==> src/rtl/ext_irq_pkg.sv <==
package ext_irq_pkg;
   localparam int unsigned LVL_W    = 3;
   localparam int unsigned BYTE_W   = 8;
   localparam int unsigned FLAG_BIT = 3;
   localparam int unsigned POL_BIT  = 4;
   localparam int unsigned RSV_BIT  = 5;

   typedef logic [BYTE_W-1:0] reg_byte_t;
   typedef logic [LVL_W-1:0]  lvl_t;
endpackage

==> src/rtl/ext_irq_sync.sv <==
module ext_irq_sync #(
   parameter int unsigned STAGES = 2
) (
   input  logic clk,
   input  logic rst_n,
   input  logic d,
   output logic q
);
   if (STAGES < 2) begin : g_bad_stages
      $error("ext_irq_sync: STAGES must be at least 2");
   end

   logic [STAGES-1:0] stage_q;

   always_ff @(posedge clk or negedge rst_n) begin
      if (!rst_n) stage_q <= '0;
      else        stage_q <= {stage_q[STAGES-2:0], d};
   end

   assign q = stage_q[STAGES-1];
endmodule

==> src/rtl/ext_irq_edge.sv <==
module ext_irq_edge #(
   parameter bit BOTH_EN = 1'b1
) (
   input  logic clk,
   input  logic rst_n,
   input  logic sig,
   input  logic pol,
   input  logic both,
   output logic hit
);
   logic prev_q;
   logic rise;
   logic fall;

   always_ff @(posedge clk or negedge rst_n) begin
      if (!rst_n) prev_q <= 1'b0;
      else        prev_q <= sig;
   end

   assign rise = sig & ~prev_q;
   assign fall = ~sig & prev_q;

   if (BOTH_EN) begin : g_both
      assign hit = both ? (rise | fall) : (pol ? rise : fall);
   end else begin : g_single
      logic unused_both;
      assign unused_both = both;
      assign hit = pol ? rise : fall;
   end
endmodule

==> src/rtl/ext_irq_chan.sv <==
module ext_irq_chan
   import ext_irq_pkg::*;
#(
   parameter int unsigned SYNC_STAGES = 2,
   parameter bit          BOTH_EN     = 1'b1
) (
   input  logic      clk,
   input  logic      rst_n,
   input  logic      pin,
   input  logic      both,
   input  logic      wr_en,
   input  reg_byte_t wdata,
   input  logic      ack_hit,
   output reg_byte_t rd_byte,
   output logic      req,
   output lvl_t      lvl
);
   logic pin_s;
   logic edge_hit;
   lvl_t lvl_q;
   logic flag_q;
   logic pol_q;
   logic rsv_q;
   logic sw_clr;
   logic unused_hi;

   assign unused_hi = ^wdata[BYTE_W-1:RSV_BIT+1];

   ext_irq_sync #(.STAGES(SYNC_STAGES)) u_sync (
      .clk(clk), .rst_n(rst_n), .d(pin), .q(pin_s)
   );

   ext_irq_edge #(.BOTH_EN(BOTH_EN)) u_edge (
      .clk(clk), .rst_n(rst_n), .sig(pin_s), .pol(pol_q), .both(both), .hit(edge_hit)
   );

   always_ff @(posedge clk or negedge rst_n) begin
      if (!rst_n) begin
         lvl_q <= '0;
         pol_q <= 1'b0;
         rsv_q <= 1'b0;
      end else if (wr_en) begin
         lvl_q <= wdata[LVL_W-1:0];
         pol_q <= wdata[POL_BIT];
         rsv_q <= wdata[RSV_BIT];
      end
   end

   assign sw_clr = wr_en & ~wdata[FLAG_BIT];

   always_ff @(posedge clk or negedge rst_n) begin
      if (!rst_n)                flag_q <= 1'b0;
      else if (edge_hit)         flag_q <= 1'b1;
      else if (sw_clr | ack_hit) flag_q <= 1'b0;
   end

   assign rd_byte = {2'b00, rsv_q, pol_q, flag_q, lvl_q};
   assign req     = flag_q & (lvl_q != '0);
   assign lvl     = lvl_q;

   AST_EDGE_SETS_FLAG: assert property (@(posedge clk) disable iff (!rst_n)
      edge_hit |=> flag_q);
   AST_ACK_CLEARS: assert property (@(posedge clk) disable iff (!rst_n)
      (ack_hit && !edge_hit) |=> !flag_q);
   AST_NO_SOFT_SET: assert property (@(posedge clk) disable iff (!rst_n)
      (!flag_q && !edge_hit) |=> !flag_q);
   AST_CFG_HOLD: assert property (@(posedge clk) disable iff (!rst_n)
      !wr_en |=> $stable({lvl_q, pol_q, rsv_q}));
endmodule

==> src/rtl/ext_irq_ctrl.sv <==
module ext_irq_ctrl
   import ext_irq_pkg::*;
#(
   parameter int unsigned NUM_CH      = 6,
   parameter int unsigned ADDR_W      = 3,
   parameter int unsigned SYNC_STAGES = 2,
   parameter bit          BOTH_EN     = 1'b1,
   localparam int unsigned CH_W       = (NUM_CH > 1) ? $clog2(NUM_CH) : 1
) (
   input  logic                    clk,
   input  logic                    rst_n,
   input  logic [NUM_CH-1:0]       irq_pin,
   input  logic                    bus_sel,
   input  logic                    bus_wr,
   input  logic [ADDR_W-1:0]       bus_addr,
   input  logic [BYTE_W-1:0]       bus_wdata,
   output logic [BYTE_W-1:0]       bus_rdata,
   input  logic                    ack_valid,
   input  logic [CH_W-1:0]         ack_ch,
   output logic [NUM_CH-1:0]       irq_req,
   output logic [NUM_CH*LVL_W-1:0] irq_lvl
);
   localparam int unsigned BOTH_ADDR = NUM_CH;

   if (NUM_CH < 1 || NUM_CH > BYTE_W) begin : g_bad_num
      $error("ext_irq_ctrl: NUM_CH must be 1..8");
   end
   if ((1 << ADDR_W) <= NUM_CH) begin : g_bad_addr
      $error("ext_irq_ctrl: ADDR_W too narrow for the register map");
   end

   logic                bus_we;
   logic                both_we;
   logic [NUM_CH-1:0]   both_q;
   reg_byte_t           rd_byte [NUM_CH];

   assign bus_we  = bus_sel & bus_wr;
   assign both_we = bus_we & (bus_addr == ADDR_W'(BOTH_ADDR));

   always_ff @(posedge clk or negedge rst_n) begin
      if (!rst_n)       both_q <= '0;
      else if (both_we) both_q <= bus_wdata[NUM_CH-1:0];
   end

   for (genvar i = 0; i < NUM_CH; i++) begin : g_ch
      logic wr_en_i;
      logic ack_i;
      assign wr_en_i = bus_we & (bus_addr == ADDR_W'(i));
      assign ack_i   = ack_valid & (ack_ch == CH_W'(i));

      ext_irq_chan #(.SYNC_STAGES(SYNC_STAGES), .BOTH_EN(BOTH_EN)) u_chan (
         .clk     (clk),
         .rst_n   (rst_n),
         .pin     (irq_pin[i]),
         .both    (both_q[i]),
         .wr_en   (wr_en_i),
         .wdata   (bus_wdata),
         .ack_hit (ack_i),
         .rd_byte (rd_byte[i]),
         .req     (irq_req[i]),
         .lvl     (irq_lvl[i*LVL_W +: LVL_W])
      );
   end

   always_comb begin
      bus_rdata = '0;
      for (int i = 0; i < NUM_CH; i++) begin
         if (bus_addr == ADDR_W'(i)) bus_rdata = rd_byte[i];
      end
      if (bus_addr == ADDR_W'(BOTH_ADDR)) bus_rdata[NUM_CH-1:0] = both_q;
   end

   AST_BOTH_HOLD: assert property (@(posedge clk) disable iff (!rst_n)
      !both_we |=> $stable(both_q));
endmodule

==> config.mk <==
export PLATFORM = sky130hd
export DESIGN_NAME = ext_irq_ctrl
export DESIGN_NICKNAME = d
export VERILOG_FILES = /design/src/rtl/ext_irq_pkg.sv /design/src/rtl/ext_irq_sync.sv /design/src/rtl/ext_irq_edge.sv /design/src/rtl/ext_irq_chan.sv /design/src/rtl/ext_irq_ctrl.sv
export SDC_FILE = /design/constraint.sdc
export NUM_CORES = 1
export LEC_CHECK = 0
export ABC_CLOCK_PERIOD_IN_PS = 1100
export BUFFER_PORTS_ARGS = -buffer_cell sky130_fd_sc_hd__clkbuf_2
export CAP_MARGIN = 40
export CORE_MARGIN = 2
export CORE_UTILIZATION = 51
export CTS_CLUSTER_DIAMETER = 30
export DETAILED_ROUTE_END_ITERATION = 8
export PLACE_DENSITY = 0.75
export SYNTH_ARGS = -nofsm -noshare
export SYNTH_HDL_FRONTEND = slang
export SYNTH_HIERARCHICAL = 1
export SYNTH_SLANG_ARGS = --single-unit
==> constraint.sdc <==
create_clock -name clk -period 1.1 [get_ports clk]
set_input_delay 0.11 -clock clk [delete_from_list [all_inputs] [get_ports clk]]
set_output_delay 0.11 -clock clk [all_outputs]
set_load 0.05 [all_outputs]
==> results.toml, run 1 <==
[logic_synthesis]
synthArstFlopShare = 1.00
synth_top_area_cell = "dfrtp_1"
synth.area.top_cells = "dfrtp_1 44%, buf_4 12%, mux2_2 12%"
yosys.area.top_type_share = 0.439
synth_common_cells = "60 x dfrtp_1, 53 x buf_4, 35 x mux2_2"
seq_area_frac_synth = 0.439
netlist-cell-type-count = 28
synth_edf_count = 0
ys.flop_type = "dfrtp_1"
synth_area_um2 = 3420
synthCells = 305
ys_seq_elements = 60
yosys_warnings = 6
synth.most_common_cell = "dfrtp_1"
postSynthAreaPerCell_um2 = 11.2

[setup_path]
critPathMaxFanout = 2
crit_type = "flip-flop to primary output"
cp_data_required_time_ns = 0.99
arrival_ns = 1.68
cp-start-kind = "flip-flop"
end_kind = "primary output"

[layout]
fin_cells = 482
nNetsFinal = 437
num_antenna_cells = 0
area_growth_pct = 53.0
utilization = 0.815
register_area_um2 = 1520
fill_cells = 323
finalInstanceArea_um2 = 5230
drive_gt1_frac = 0.602
multi_input_area_um2 = 1780

[timing]
rsz0062_at_grt = "yes"
slew_headroom = 0.349
layout_min_cycle_time_ns = 1.79
fin_skew_ns = 0.0123
final_max_slew_viol_count = 0
worst_pin_slew_ns = 0.969
layout_setup_ws_ns = -0.687
setup_viol = 37
layout_worst_path_cycle_share = 1.62
hold_viol_final = 0
fin_setup_tns_ns = -8.49
fmax_mhz = 559

[run]
maxCapViolCount = 0

[global_route]
grt_pass1_vias = 2885
grt_overflow = 0
grt_pass1_wl_um = 15500
grt_max_degree = 61
grt.total_usage = 0.281
antenna_found_initial = 0

[placed_design]
place.gp.congestion = 0.824
dpl.hpwl_um = 5750
dp.cells = 445
portBuffers = 52
placed_area_um2 = 4140

[route]
detail-route-antenna-nets = 0
totalWireLength_um = 10400
wl_per_cell_um = 21.5
dr.pass1.iters = 7
drc = 4
vias = 2704
via_per_inst = 5.61
drt_iter0_markers = 185

[cts]
tritoncts = "yes"
clockBufferDepth = 2
cts_made_buffers = 9
cts_sinks = 60
clk_latency_ns = 0.34
clock-root-buffer = "clkbuf_8"
htreeDepth = 3
clk_pin_slew_worst_paths_ns = 0.07

[floorplanning]
die_h_um = 85.9
row_count = 29
die_area_um2 = 7380
coreArea_um2 = 6420
io_pins = 57
fp.dieW_um = 85.9
start_util = 0.532

[pwr]
cellPowerDensity_nw_per_um2 = 1870
p_leak_nw = 2.38
ir_drop_uv = 1220

[outcome]
outcome = "finished with violations"
failed_checks = "design-rule violations, negative setup slack"

[hold_path]
hold_class = "input pin to flip-flop"
-- cell usage in the layout (no fill, tap or decap), types with 3 or more instances in the layout --
cell and instances:
inv_1 18, a31o_1 6, buf_12 5, nand2_1 3, mux2_4 13, mux2i_1 17, o31a_4 6, buf_4 42
conb_1 12, clkbuf_8 11, nor2b_1 3, a21oi_1 8, buf_6 30, o2bb2ai_2 3, mux2_1 6, ha_2 12
dfrtp_1 42, dfrtp_2 18, o32ai_1 5, nor2_2 5, mux2_2 22, buf_8 8, clkbuf_2 21, a221oi_2 3
nand2b_1 14, nor2_4 6, mux2i_2 3, nor2_1 6, clkbuf_16 20, dlygate4sd3_1 7
-- metal layers --
metal | GRT usage | up-vias | part of all wire
met5 | 0 | - | 0
met4 | 0.167 | 0 | 0.056
met3 | 0.0366 | 43 | 0.042
met2 | 0.467 | 105 | 0.50
met1 | 0.351 | 1353 | 0.40
li1 | - | 1203 | -
-- per-stage QoR --
stage | setup WS, ns | power [mW] | hold slack, ns
after global placement | -0.361 | 6.04 | 0.142
after detailed placement | -0.367 | 6.12 | 0.145
after floorplan | -0.296 | 5.41 | -0.186
after global routing | -0.720 | 10.1 | 0.149
after CTS | -0.608 | 9.33 | 0.118
final | -0.687 | 9.78 | 0.128
-- area by class of cell --
| class | instances | area share |
|---|---|---|
| Sequential cell | 60 | 0.291 |
| Clock buffer | 12 | 0.0297 |
| Inverter | 19 | 0.0136 |
| Clock inverter | 4 | 0.00909 |
| Timing Repair Buffer | 134 | 0.297 |
| Multi-Input combinational cell | 176 | 0.341 |
| Tap cell | 77 | 0.0184 |
-- power breakdown --
group	internal, mW	leakage (nW)	switching (mW)	total [mW]
Sequential	2.61	0.689	0.368	2.98
Clock	1.16	0.102	0.897	2.06
Combinational	2.51	1.59	2.22	4.73
-- path summary, 6_finish.rpt --
check | from | to | slack (ns) | cells past startpoint
setup / recovery | g_ch[0].u_chan/lvl[1] | bus_rdata[1] | -0.69 | 5
hold / removal | bus_wdata[3] | both_q[3] | 0.13 | 2
setup reg to reg | g_ch[1].u_chan/u_edge/prev_q | g_ch[1].u_chan/flag_q | -0.12 | 5
hold reg to reg | g_ch[1].u_chan/u_sync/stage_q[0] | g_ch[1].u_chan/u_sync/stage_q[1] | 0.35 | 0
max in group asynchronous | rst_n | g_ch[4].u_chan/lvl[2] | 0.49 | 3
min in group asynchronous | rst_n | g_ch[4].u_chan/u_edge/prev_q | 0.32 | 3
-- worst max-delay path: stages (launching register included) --
cell and delay, ns:
dfrtp_2 0.43, mux2i_2 0.20, o2bb2ai_2 0.11, a221oi_4 0.35
nor2_4 0.07, buf_8 0.17
-- sequential cells by signal, indices dropped and copies added (netlist names) --
signal                      count
g_ch.u_chan/u_sync/stage_q     12
g_ch.u_chan/flag_q              6
g_ch.u_chan/pol_q               6
g_ch.u_chan/rsv_q               6
g_ch.u_chan/lvl                18
g_ch.u_chan/u_edge/prev_q       6
both_q                          6
-- kinds of logic after synthesis --
| kind of cell | Yosys count | synth area share |
|---|---|---|
| adder cells (fa/ha/maj) | 12 | 0.0439 |
| AND/OR/NAND/NOR | 48 | 0.0732 |
| AO/OA/AOI/OAI | 42 | 0.0955 |
| other | 6 | 0.00659 |
| flip-flops | 60 | 0.439 |
| multiplexers | 62 | 0.200 |
| buffers and inverters | 75 | 0.142 |
-- what timing repair did --
| item | in CTS | in global routing |
|---|---|---|
| pin swaps | 23 | 15 |
| hold buffers | 7 | 0 |
| hold endpoints to repair | 66 | 0 |
| gates resized for setup | 112 | 38 |
| setup endpoints to repair | 36 | 47 |
| setup buffers | 11 | 14 |
(Power assumes the default switching activity.)
==> run 2, diff against run 1 <==
- CELL_PAD_IN_SITES_DETAIL_PLACEMENT: default -> 1
- CELL_PAD_IN_SITES_GLOBAL_PLACEMENT: default -> 2
- CORE_MARGIN: 2 -> 3
- CORE_UTILIZATION: 51 -> 33
==> run 2 against run 1 <==
Effect of this change: the run ends with negative setup slack left; fmax grew 4.2%; critical path depth is the same; non-clock buffer count grew 3; routed wire length shrank 6.3%; sequential power shrank 1%; register-to-register slack gained 0.08 ns; first-iteration DRC count shrank 56%; hold slack lost 0.021 ns; worst setup slack gained 0.073 ns; core utilization shrank 29 points; critical path type unchanged.
==> results.toml, run 2 (same netlist as run 1, synthesis figures left out) <==
[outcome]
failed_checks = "negative setup slack"
outcome = "finished with violations"

[timing]
layout_min_cycle_time_ns = 1.71
final_max_slew_viol_count = 0
layout_worst_path_cycle_share = 1.56
slew_headroom = 0.344
hold_viol_final = 0
worst_pin_slew_ns = 0.977
rsz0062_at_grt = "yes"
setup_viol = 35
fin_skew_ns = 0.0173
layout_setup_ws_ns = -0.615
fmax_mhz = 583

[global_route]
grt.total_usage = 0.179
grt_max_degree = 39
grt_overflow = 0
grt_pass1_wl_um = 15900
grt_pass1_vias = 2929
antenna_found_initial = 0

[route]
wl_per_cell_um = 18.0
detail-route-antenna-nets = 0
totalWireLength_um = 9740
vias = 2547
via_per_inst = 4.71
drc = 0
dr.pass1.iters = 4
drt_iter0_markers = 81

[floorplanning]
start_util = 0.345
fp.dieW_um = 108
coreArea_um2 = 9910
die_area_um2 = 11600
die_h_um = 108
row_count = 36
io_pins = 57

[cts]
clockBufferDepth = 2
clock-root-buffer = "clkbuf_8"
clk_latency_ns = 0.35
cts_sinks = 60
htreeDepth = 3
cts_made_buffers = 9
clk_pin_slew_worst_paths_ns = 0.09
tritoncts = "yes"

[pwr]
cellPowerDensity_nw_per_um2 = 1770
p_leak_nw = 2.38
ir_drop_uv = 655

[layout]
final_common_cell = "buf_4"
final_cell_mix = "44 x buf_4, 42 x dfrtp_1, 30 x buf_6"
largest_reg_flops = 18
multi_input_area_um2 = 1730
num_antenna_cells = 0
drive_gt1_frac = 0.596
nNetsFinal = 440
fill_cells = 1038
area_growth_pct = 53.2
register_area_um2 = 1520
utilization = 0.529

[setup_path]
crit_type = "flip-flop to primary output"
rr_worst_depth = 5
r2r_setup_slack_ns = -0.04
reg2reg_from = "g_ch[5].u_chan/u_edge/prev_q"
arrival_ns = 1.60
critPathMaxFanout = 2
cp-start-kind = "flip-flop"
cp_data_required_time_ns = 0.99
end_kind = "primary output"
r2r_end = "g_ch[5].u_chan/flag_q"

[hold_path]
min_to = "both_q[3]"
hold_class = "input pin to flip-flop"
hold_depth = 2
hold_path_startpoint = "bus_wdata[3]"

[placed_design]
portBuffers = 52
place.gp.congestion = 0.804
dpl.hpwl_um = 6970
dp_slack_ns = -0.408

[run]
maxCapViolCount = 0
## run 2: worst max path at each step
| stage | startpoint | to | slack (ns) |
|---|---|---|---|
| floorplan | g_ch[2].u_chan/lvl[1] | bus_rdata[1] | -0.30 |
| global placement | bus_addr[1] | bus_rdata[0] | -0.36 |
| detailed placement | bus_addr[1] | bus_rdata[2] | -0.41 |
| CTS | g_ch[2].u_chan/lvl[2] | bus_rdata[2] | -0.62 |
| global route | g_ch[0].u_chan/flag_q | bus_rdata[3] | -0.69 |
| finish | g_ch[0].u_chan/lvl[2] | bus_rdata[2] | -0.61 |
## run 2: metrics by stage
| step | hold slack, ns | setup TNS [ns] | cells | cell area [um^2] | total power, mW |
|---|---|---|---|---|---|
| 2_1_floorplan | -0.186 | -6.23 | 311 | 3730 | 5.41 |
| 3_3_place_gp | -0.00575 | -11.10 | 509 | 4280 | 6.16 |
| 3_5_place_dp | -0.00339 | -12.48 | 509 | 4280 | 6.23 |
| 4_1_cts | 0.109 | -8.75 | 541 | 5180 | 9.20 |
| 5_1_grt | 0.123 | -10.01 | 541 | 5240 | 9.73 |
| 6_report | 0.107 | -8.24 | 541 | 5240 | 9.29 |
## run 2: power breakdown
group | switching [mW] | internal, mW | total, mW
sequential | 0.329 | 2.61 | 2.94
clock | 0.934 | 0.802 | 1.74
combinational | 2.12 | 2.49 | 4.61
total | 3.39 | 5.91 | 9.29
## run 2: routing by layer
| metal | part of all wire | vias to the layer above | track usage | routed length, um |
|---|---|---|---|---|
| li1 | - | 1197 | - | - |
| met1 | 0.43 | 1299 | 0.218 | 4220 |
| met2 | 0.53 | 41 | 0.317 | 5110 |
| met3 | 0.027 | 10 | 0.0348 | 265 |
| met4 | 0.014 | 0 | 0.0568 | 140 |
| met5 | 0 | - | 0 | 0 |
## run 2: critical path, cell delays in order (launching register included)
cell and delay, ns:
dfrtp_2 0.43, mux2i_2 0.19, o2bb2ai_2 0.08, a221oi_2 0.30, nor2_4 0.08, buf_8 0.16
## run 2: final cells by class
type	instances	area share
multi-input combinational	176	0.330
clock inverter	7	0.00836
clock buffer	9	0.0237
tap	133	0.0318
sequential	60	0.291
timing repair buffer	137	0.301
inverter	19	0.0136
## run 2: timing repair
| action | 4_1_cts | 5_1_grt |
|---|---|---|
| hold buffers | 7 | 0 |
| endpoints found under the setup margin | 36 | 38 |
| cloned | 0 | 0 |
| gates resized for setup | 112 | 35 |
| buffers inserted | 12 | 17 |
| hold endpoints to repair | 66 | 0 |
| pin swaps | 19 | 16 |
